File: config.mk
export PLATFORM = sky130hd
export DESIGN_NAME = tpm_spi_wait_engine
export DESIGN_NICKNAME = d
export VERILOG_FILES = /design/src/rtl/tpm_spi_wait_engine.sv
export SDC_FILE = /design/constraint.sdc
export NUM_CORES = 1
export LEC_CHECK = 0
export BUFFER_PORTS_ARGS = -buffer_cell sky130_fd_sc_hd__buf_2
export CORE_MARGIN = 3
export CORE_UTILIZATION = 28
export CTS_BUF_LIST = sky130_fd_sc_hd__clkbuf_8
export CTS_CLUSTER_DIAMETER = 80
export DETAILED_ROUTE_END_ITERATION = 7
export HOLD_SLACK_MARGIN = 0.02
export PLACE_DENSITY = 0.52
export SLEW_MARGIN = 20
export SYNTH_ARGS = -nofsm -noshare
export SYNTH_HDL_FRONTEND = slang
export SYNTH_SLANG_ARGS = --single-unit
File: constraint.sdc
create_clock -name clk -period 6.1 [get_ports clk]
set_clock_uncertainty 0.2 [all_clocks]
set_input_delay 1.22 -clock clk [delete_from_list [all_inputs] [get_ports clk]]
set_output_delay 1.22 -clock clk [all_outputs]
set_load 0.005 [all_outputs]
File: src/rtl/tpm_spi_wait_engine.sv
module tpm_spi_wait_engine #(
  parameter int MAX_FRAME = 64,
  parameter int LEN_W     = 12,
  parameter int LIM_W     = 8,
  parameter int HALF      = 2
) (
  input  logic             clk,
  input  logic             rst_n,
  input  logic             req_valid,
  output logic             req_ready,
  input  logic             req_read,
  input  logic             req_flow,
  input  logic [15:0]      req_addr,
  input  logic [LEN_W-1:0] req_len,
  input  logic [7:0]       wr_data,
  output logic             wr_take,
  output logic [7:0]       rd_data,
  output logic             rd_valid,
  input  logic             cap_wait_poll,
  input  logic [LIM_W-1:0] poll_limit,
  output logic             poll_armed,
  output logic             done,
  output logic [1:0]       status,
  output logic             sck,
  output logic             cs_n,
  output logic             mosi,
  input  logic             miso
);

  localparam int CNT_W = $clog2(MAX_FRAME);
  localparam int FS_W  = CNT_W + 1;
  localparam int DIV_W = $clog2(HALF) + 1;
  localparam logic [1:0] ST_OK = 2'd0, ST_NOCAP = 2'd1, ST_TIMEOUT = 2'd2;

  typedef enum logic [1:0] {S_IDLE, S_XFER, S_GAP} state_t;
  typedef enum logic [1:0] {P_HDR, P_POLL, P_DATA} phase_t;

  state_t           state;
  phase_t           phase;
  logic [1:0]       hdr_idx;
  logic [2:0]       bit_cnt;
  logic [DIV_W-1:0] div_cnt;
  logic             sck_r, cs_n_r;
  logic [7:0]       tx_sh, rx_sh;
  logic [LEN_W-1:0] rem;
  logic [FS_W-1:0]  dleft;
  logic [LIM_W-1:0] poll_cnt, lim_r;
  logic             rd_r;
  logic [15:0]      addr_r;
  logic             armed_r, done_r, rd_valid_r, wr_take_r;
  logic [1:0]       status_r;
  logic [7:0]       rd_data_r;

  logic             tick, refuse, launch, capture_en, next_rd;
  logic [LEN_W-1:0] src_len;
  logic [FS_W-1:0]  next_fs, fs_m1;
  logic [7:0]       hdr0, hdr_next, data_tx;

  assign tick       = (div_cnt == DIV_W'(HALF - 1));
  assign refuse     = req_flow && !cap_wait_poll;
  assign src_len    = (state == S_IDLE) ? req_len : rem;
  assign next_rd    = (state == S_IDLE) ? req_read : rd_r;
  assign next_fs    = (src_len > LEN_W'(MAX_FRAME)) ? FS_W'(MAX_FRAME) : src_len[FS_W-1:0];
  assign fs_m1      = next_fs - FS_W'(1);
  assign hdr0       = {next_rd, {(7-CNT_W){1'b0}}, fs_m1[CNT_W-1:0]};
  assign hdr_next   = (hdr_idx == 2'd0) ? 8'hD4 : (hdr_idx == 2'd1) ? addr_r[15:8] : addr_r[7:0];
  assign data_tx    = rd_r ? 8'h00 : wr_data;
  assign capture_en = !(phase == P_DATA && !rd_r);
  assign launch     = (state == S_IDLE && req_valid && !refuse && req_len != '0) ||
                      (state == S_GAP && tick);

  always_ff @(posedge clk or negedge rst_n) begin
    if (!rst_n) begin
      state <= S_IDLE;  phase <= P_HDR;  hdr_idx <= '0;  bit_cnt <= '0;
      div_cnt <= '0;    sck_r <= 1'b0;   cs_n_r <= 1'b1;
      tx_sh <= '0;      rx_sh <= '0;     rem <= '0;      dleft <= '0;
      poll_cnt <= '0;   lim_r <= '0;     rd_r <= 1'b0;   addr_r <= '0;
      armed_r <= 1'b0;  done_r <= 1'b0;  rd_valid_r <= 1'b0;
      wr_take_r <= 1'b0; status_r <= ST_OK; rd_data_r <= '0;
    end else begin
      done_r     <= 1'b0;
      rd_valid_r <= 1'b0;
      wr_take_r  <= 1'b0;
      unique case (state)
        S_IDLE: begin
          div_cnt <= '0;
          sck_r   <= 1'b0;
          if (req_valid) begin
            rd_r   <= req_read;
            addr_r <= req_addr;
            lim_r  <= poll_limit;
            if (refuse) begin
              done_r   <= 1'b1;
              status_r <= ST_NOCAP;
            end else begin
              armed_r <= req_flow;
              if (req_len == '0) begin
                done_r   <= 1'b1;
                status_r <= ST_OK;
              end
            end
          end
        end
        S_GAP: div_cnt <= tick ? '0 : div_cnt + DIV_W'(1);
        S_XFER: begin
          div_cnt <= tick ? '0 : div_cnt + DIV_W'(1);
          if (tick && !sck_r) begin
            sck_r <= 1'b1;
            if (capture_en) rx_sh <= {rx_sh[6:0], miso};
          end else if (tick) begin
            sck_r <= 1'b0;
            if (bit_cnt != 3'd7) begin
              bit_cnt <= bit_cnt + 3'd1;
              tx_sh   <= {tx_sh[6:0], 1'b0};
            end else begin
              bit_cnt <= '0;
              unique case (phase)
                P_HDR: begin
                  if (hdr_idx != 2'd3) begin
                    hdr_idx <= hdr_idx + 2'd1;
                    tx_sh   <= hdr_next;
                  end else if (armed_r && !rx_sh[0]) begin
                    if (lim_r == '0) begin
                      cs_n_r <= 1'b1; state <= S_IDLE; done_r <= 1'b1; status_r <= ST_TIMEOUT;
                    end else begin
                      phase <= P_POLL; poll_cnt <= LIM_W'(1); tx_sh <= '0;
                    end
                  end else begin
                    phase <= P_DATA; tx_sh <= data_tx; wr_take_r <= !rd_r;
                  end
                end
                P_POLL: begin
                  if (rx_sh[0]) begin
                    phase <= P_DATA; tx_sh <= data_tx; wr_take_r <= !rd_r;
                  end else if (poll_cnt == lim_r) begin
                    cs_n_r <= 1'b1; state <= S_IDLE; done_r <= 1'b1; status_r <= ST_TIMEOUT;
                  end else begin
                    poll_cnt <= poll_cnt + LIM_W'(1); tx_sh <= '0;
                  end
                end
                default: begin
                  if (rd_r) begin
                    rd_valid_r <= 1'b1;
                    rd_data_r  <= rx_sh;
                  end
                  dleft <= dleft - FS_W'(1);
                  if (dleft == FS_W'(1)) begin
                    cs_n_r <= 1'b1;
                    if (rem == '0) begin
                      state <= S_IDLE; done_r <= 1'b1; status_r <= ST_OK;
                    end else begin
                      state <= S_GAP;
                    end
                  end else begin
                    tx_sh <= data_tx; wr_take_r <= !rd_r;
                  end
                end
              endcase
            end
          end
        end
        default: state <= S_IDLE;
      endcase
      if (launch) begin
        state   <= S_XFER;
        cs_n_r  <= 1'b0;
        phase   <= P_HDR;
        hdr_idx <= '0;
        bit_cnt <= '0;
        div_cnt <= '0;
        tx_sh   <= hdr0;
        dleft   <= next_fs;
        rem     <= src_len - LEN_W'(next_fs);
      end
    end
  end

  assign req_ready  = (state == S_IDLE);
  assign sck        = sck_r;
  assign cs_n       = cs_n_r;
  assign mosi       = !cs_n_r && tx_sh[7];
  assign poll_armed = armed_r;
  assign done       = done_r;
  assign status     = status_r;
  assign rd_valid   = rd_valid_r;
  assign rd_data    = rd_data_r;
  assign wr_take    = wr_take_r;

endmodule

Word-level counts from Yosys, hierarchy flattened
Index checks and enable logic that the tools add are counted.
{"block": "totals", "ff_bits": 95, "inputBits": 51, "output_inout_bits": 18}
{"block": "op_classes", "add_sub_neg": 7, "n_lt_le_gt_ge": 1, "eq_ne": 51, "muxes": 128, "bitwise_logic": 5, "reduce_logical": 49}
{"cell": "$mux W8", "n": 19}
{"cell": "$mux W2", "n": 42}
{"cell": "$mux W7", "n": 7}
{"cell": "$ne A3 B3 Y1 const B", "n": 16}
{"cell": "$mux W1", "n": 41}
{"cell": "$ne A4 B4 Y1 const B", "n": 8}
{"cell": "$pmux W8 S2", "n": 2}
{"cell": "$reduce_and A10 Y1", "n": 3}
{"cell": "$logic_not A12 Y1", "n": 2}
{"cell": "$ne A2 B2 Y1 const B", "n": 12}
{"cell": "$pmux W2 S2", "n": 6}
{"cell": "$reduce_and A6 Y1", "n": 3}
{"cell": "$mux W3", "n": 5}
{"cell": "$reduce_and A13 Y1", "n": 1}
{"cell": "$gt A12 B7 Y1 const B", "n": 1}
{"cell": "$mux W12", "n": 1}
{"cell": "$reduce_bool A12 Y1", "n": 1}
{"cell": "$reduce_bool A2 Y1", "n": 6}
{"cell": "$sub A12 B7 Y12", "n": 1}
{"cell": "$ne A5 B5 Y1 const B", "n": 2}
{"cell": "$pmux W1 S2", "n": 5}
{"cell": "$logic_and A1 B1 Y1", "n": 9}
{"cell": "$reduce_and A3 Y1", "n": 3}
{"cell": "$add A8 B1 Y8 const B", "n": 1}
{"cell": "23 further kinds", "n": 44}

Longest topological paths before layout
{"block": "depth", "ltp_word": 10, "mapped_depth": 12, "ltp_nobuf": 11}

Worst setup path after synthesis
Ideal clock, no wire load.
{"block": "synth_timing", "path_type": "input to register", "startpoint": "in req_len[11]", "endpoint": "reg tx_sh[2]", "setup_time_ns": 0.067, "arrival_ns": 3.088, "required_ns": 5.833, "slack_ns": 2.745, "stages": 8, "path_cell_list": "nor3b_1 o22ai_1 a211oi_1 nand2_1 ha_1 or3_1 a21oi_1 a311o_1"}
{"block": "synth_via", "elab_chain_len": 5, "elab_cells_between_ends": 15, "cone_classes": "add/sub (1); order compare (1); eq/ne (4); mux (3); reduce/logical (6)"}
{"element": "start, declared", "line_no": "14", "rtl": "input logic [LEN_W-1:0] req_len,"}
{"element": "$mux W12 or $reduce_bool A12 Y1 (tied branches)", "line_no": "61, 69"}
{"element": "$gt A12 B7 Y1 or $logic_and A1 B1 Y1 (tied branches)", "line_no": "63, 69"}
{"element": "$mux W7 or $logic_or A1 B1 Y1 (tied branches)", "line_no": "63, 69"}
{"element": "$sub A6 B1 Y6 (tied with other cells)", "line_no": "64", "rtl": "assign fs_m1 = next_fs - FS_W'(1);"}
{"element": "$mux W8 or $reduce_and A6 Y1 (tied branches)"}
{"element": "end signal, assigned", "line_no": "114", "rtl": "tx_sh <= {tx_sh[6:0], 1'b0};"}
{"element": "end signal, assigned", "line_no": "155", "rtl": "tx_sh <= data_tx; wr_take_r <= !rd_r;"}
{"element": "end signal, assigned", "line_no": "171", "rtl": "tx_sh <= hdr0;"}
{"element": "end, declared", "line_no": "44", "rtl": "logic [7:0] tx_sh, rx_sh;"}
Several ways; a longest one is shown, not always the timed one.
A chain may end at the register's enable or synchronous reset.

Final worst setup path
{"block": "layout_timing", "startpoint": "reg state[0]", "endpoint": "reg tx_sh[2]"}
{"block": "layout_via", "elab_chain_len": 7, "elab_cells_between_ends": 20, "cone_classes": "add/sub (1); order compare (1); eq/ne (6); mux (3); reduce/logical (9)"}
{"element": "start, declared", "line_no": "38", "rtl": "state_t state;"}
{"element": "start signal, assigned", "line_no": "74", "rtl": "state <= S_IDLE; phase <= P_HDR; hdr_idx <= '0; bit_cnt <= '0;"}
{"element": "start signal, assigned", "line_no": "124", "rtl": "cs_n_r <= 1'b1; state <= S_IDLE; done_r <= 1'b1; status_r <= ST_TIMEOUT;"}
{"element": "start signal, assigned", "line_no": "136", "rtl": "cs_n_r <= 1'b1; state <= S_IDLE; done_r <= 1'b1; status_r <= ST_TIMEOUT;"}
{"element": "branches (longest 7 deep; another with $gt A12 B7 Y1)"}
{"element": "end signal, assigned", "line_no": "114"}
{"element": "end signal, assigned", "line_no": "121", "rtl": "tx_sh <= hdr_next;"}
{"element": "end signal, assigned", "line_no": "155"}
Several ways; the timed one is not identified.

==> impl_metrics.tcl <==
set metrics [dict create \
    die-area_um2 21700 \
    r2r_cells 11 \
    grtUsageTotal_pct 13.7 \
    synth-edff-count 0 \
    finalSetupTns_ns 0 \
    cts.sinks 95 \
    arrival_ns 4.09 \
    regToRegEndpoint "tx_sh[2]" \
    reg2reg_slack_ns 2.13 \
    synth-seq-cells 95 \
    timing.final.crit_share_pct 65.1 \
    synth_cell_types 73 \
    outcome "finished clean" \
    pin_count 69 \
    core_area_um2 19500 \
    die_w_um 147 \
    cts_resized 0 \
    worstPathRequired_ns 6.22 \
    cellLeakagePower_nw 2.68 \
    drt-total-wl_mm 14.8 \
    cp-end-kind "register" \
    finish.instance_area_um2 6360 \
    clock_path_buffers 2 \
    drv_cap 0 \
    multi_input_area_um2 3030 \
    placed_area_um2 6190 \
    grt_pass1_wl_mm 24.4 \
    worstSetupStartpoint "state[0]" \
    async_reset_ff_share_pct 100 \
    synth_top_cell_area_share_pct 42.0 \
    worstSetupEndpoint "tx_sh[2]" \
    cts-root-buf "clkbuf_8" \
    dr.pass1.iters 5 \
    r2r_start "state[0]" \
    power_density_nw_per_um2 417 \
    final_layout_size_suffix_gt1_share_pct 23.9 \
    cts_tree "done" \
    irDropWorstVdd_v 0.000213 \
    yosysSeqAreaShare_pct 42.5 \
    worstHoldStart "rd_data[4]" \
    die_y_um 147 \
    finalHoldViolations 0 \
    synth_warnings 0 \
    synthTopCellsByArea "dfrtp_1, mux2_2, o21ai_0, a21oi_1, ha_1" \
    ctsHoldBuffers 0 \
    nFillCells 2048 \
    nets 701 \
    regArea_um2 2380 \
    rows 51 \
    max_freq_mhz 252 \
    numCtsBuffers 9 \
    place_congestion 0.861 \
    io_buffers 68 \
    via_count 4792 \
    crit_fanout 39 \
    dp_hpwl_mm 11.2 \
    ys.flop_type "dfrtp_1" \
    crit_chain "inv_1 -> ha_1 -> buf_4 -> nor3b_1 -> o22ai_1 -> a211oi_1 -> nand2_1 -> ha_1 -> or3_1 -> a21oi_1 -> a311o_1" \
    antenna_found_initial 0 \
    cp_common_cell "ha_1" \
    synth_area_um2 5600 \
    wl_per_cell_um 16.3 \
    drt-vias-per-instance 5.29 \
    grt_overflow 0 \
    htree_levels 3 \
    crit_path_top_delay_cell "a211oi_1" \
    worst_slew_pin_slew_ns 1.04 \
    fin_crit_ns 3.97 \
    diodes 0 \
    initial_core_util_pct 28.7 \
    slew_headroom_pct 30.5 \
    clk_pin_slew_ns 0.09 \
    area_growth_pct 13.7 \
    syn_inst 579 \
    drtIter0Drc 417 \
    ant_nets 0 \
    crit_type "register to register" \
    rsz0062_at_grt "false" \
    syn_nets 644 \
    setup_viol 0 \
    drc 0 \
    clk_latency_ns 0.38 \
    cts_setup_buffers 0 \
    grt_pass1_vias 4840 \
    synth_area_leader_cell "dfrtp_1" \
    slowest_delay_ns 0.55 \
    final-max-slew-violation-count 0 \
    worstSetupStartpointType "register" \
    grt_max_degree 62 \
    avgSynthCellArea_um2 9.67 \
    hold_class "register to register" \
]
-- synthesized netlist by cell type, drive strengths merged (3+ instances only) --
library cell / count
nor4: 16
buf: 13
nor2: 42
nor3b: 6
nand4: 4
a31oi: 5
ha: 14
o22ai: 7
nor2b: 6
and3: 3
nand2b: 7
dfrtp: 94
o21ai: 51
xor2: 10
nand2: 44
a221oi: 5
clkbuf: 13
nor3: 17
inv: 21
o21a: 3
o31ai: 3
mux2i: 11
o311ai: 7
mux2: 52
and2: 5
nor4b: 3
or4: 5
nand3: 12
o221ai: 4
o211ai: 3
a211oi: 4
o22a: 4
or3: 10
a22o: 4
a21oi: 36
a21o: 3
-- critical path, delay by kind of cell, from the launching register on --
family	cells	cell delay, ns
buf+inv	2	0.55
compound gates	4	1.12
fa+ha+maj	2	0.65
flops	1	0.41
simple gates	3	0.95
-- state kept, by name, summed over array words and instances (netlist names), 7 cells and up --
name,count
dleft,7
addr_r,16
rem,12
rd_data,8
tx_sh,8
rx_sh,8
lim_r,8
poll_cnt,8
-- report_power, final --
part | internal [mW] | total [mW] | switching (mW)
Sequential | 0.852 | 1.06 | 0.210
Combinational | 0.522 | 1.20 | 0.683
Clock | 0.150 | 0.384 | 0.235
-- layout make-up --
class | count | share of cell area (%)
flip-flops and latches | 95 | 37.4
well taps | 265 | 5.21
clock buffers | 9 | 1.95
repair buffers | 72 | 5.86
multi-input cells | 437 | 47.6
inverters | 21 | 1.24
clock inverters | 7 | 0.787
-- routing by layer --
layer | wire length (µm) | GRT usage, %
met5 | 0 | 0
met4 | 325 | 5.64
met1 | 6560 | 18.2
met3 | 785 | 2.42
met2 | 7130 | 22.2
-- kinds of logic (layout without fill, tap and decap cells) --
group	after synthesis	in the layout	share of synthesized area, %
compound gates	162	162	18.8
flops	95	95	42.5
simple gates	185	185	17.6
other cells	1	1	0.0670
mux	63	63	12.5
xor+xnor	12	12	1.88
buf+inv	47	109	3.51
fa+ha+maj	14	14	3.13
-- worst min-delay path by stage --
stage | end | slack (ns) | cells past startpoint
after CTS | rd_data[4] | 0.31 | 1
after detailed placement | addr_r[13] | 0.29 | 1
after global routing | rd_data[4] | 0.32 | 1
final | rd_data[4] | 0.31 | 1
after global placement | addr_r[3] | 0.28 | 1
after floorplan | dleft[5] | 0.26 | 2
-- per-stage QoR --
| stage | instances | setup WS [ns] | power [mW] | utilization [%] | hold slack (ns) |
|---|---|---|---|---|---|
| finish | 906 | 2.13 | 2.65 | 32.6 | 0.310 |
| global route | 906 | 1.85 | 2.86 | 32.6 | 0.322 |
| CTS | 906 | 2.15 | 2.67 | 32.6 | 0.313 |
| detailed placement | 890 | 2.17 | 2.27 | 31.7 | 0.288 |
| global placement | 890 | 2.18 | 2.26 | 31.7 | 0.285 |
| floorplan | 579 | 2.74 | 1.93 | - | 0.261 |
-- cells in the final DEF (no fill, tap or decap), drive strengths merged, types with 3 or more instances in the layout --
master	instances
dfrtp	94
buf	72
mux2	52
o21ai	51
nand2	44
nor2	42
a21oi	36
inv	25
nor3	17
nor4	16
ha	14
nand3	12
mux2i	11
xor2	10
or3	10
clkbuf	9
nand2b	7
o22ai	7
o311ai	7
nor2b	6
nor3b	6
a31oi	5
a221oi	5
or4	5
and2	5
nand4	4
o221ai	4
a22o	4
o22a	4
a211oi	4
o211ai	3
a21o	3
and3	3
o21a	3
o31ai	3
nor4b	3
Note: power is estimated with default switching activity, not from simulation.
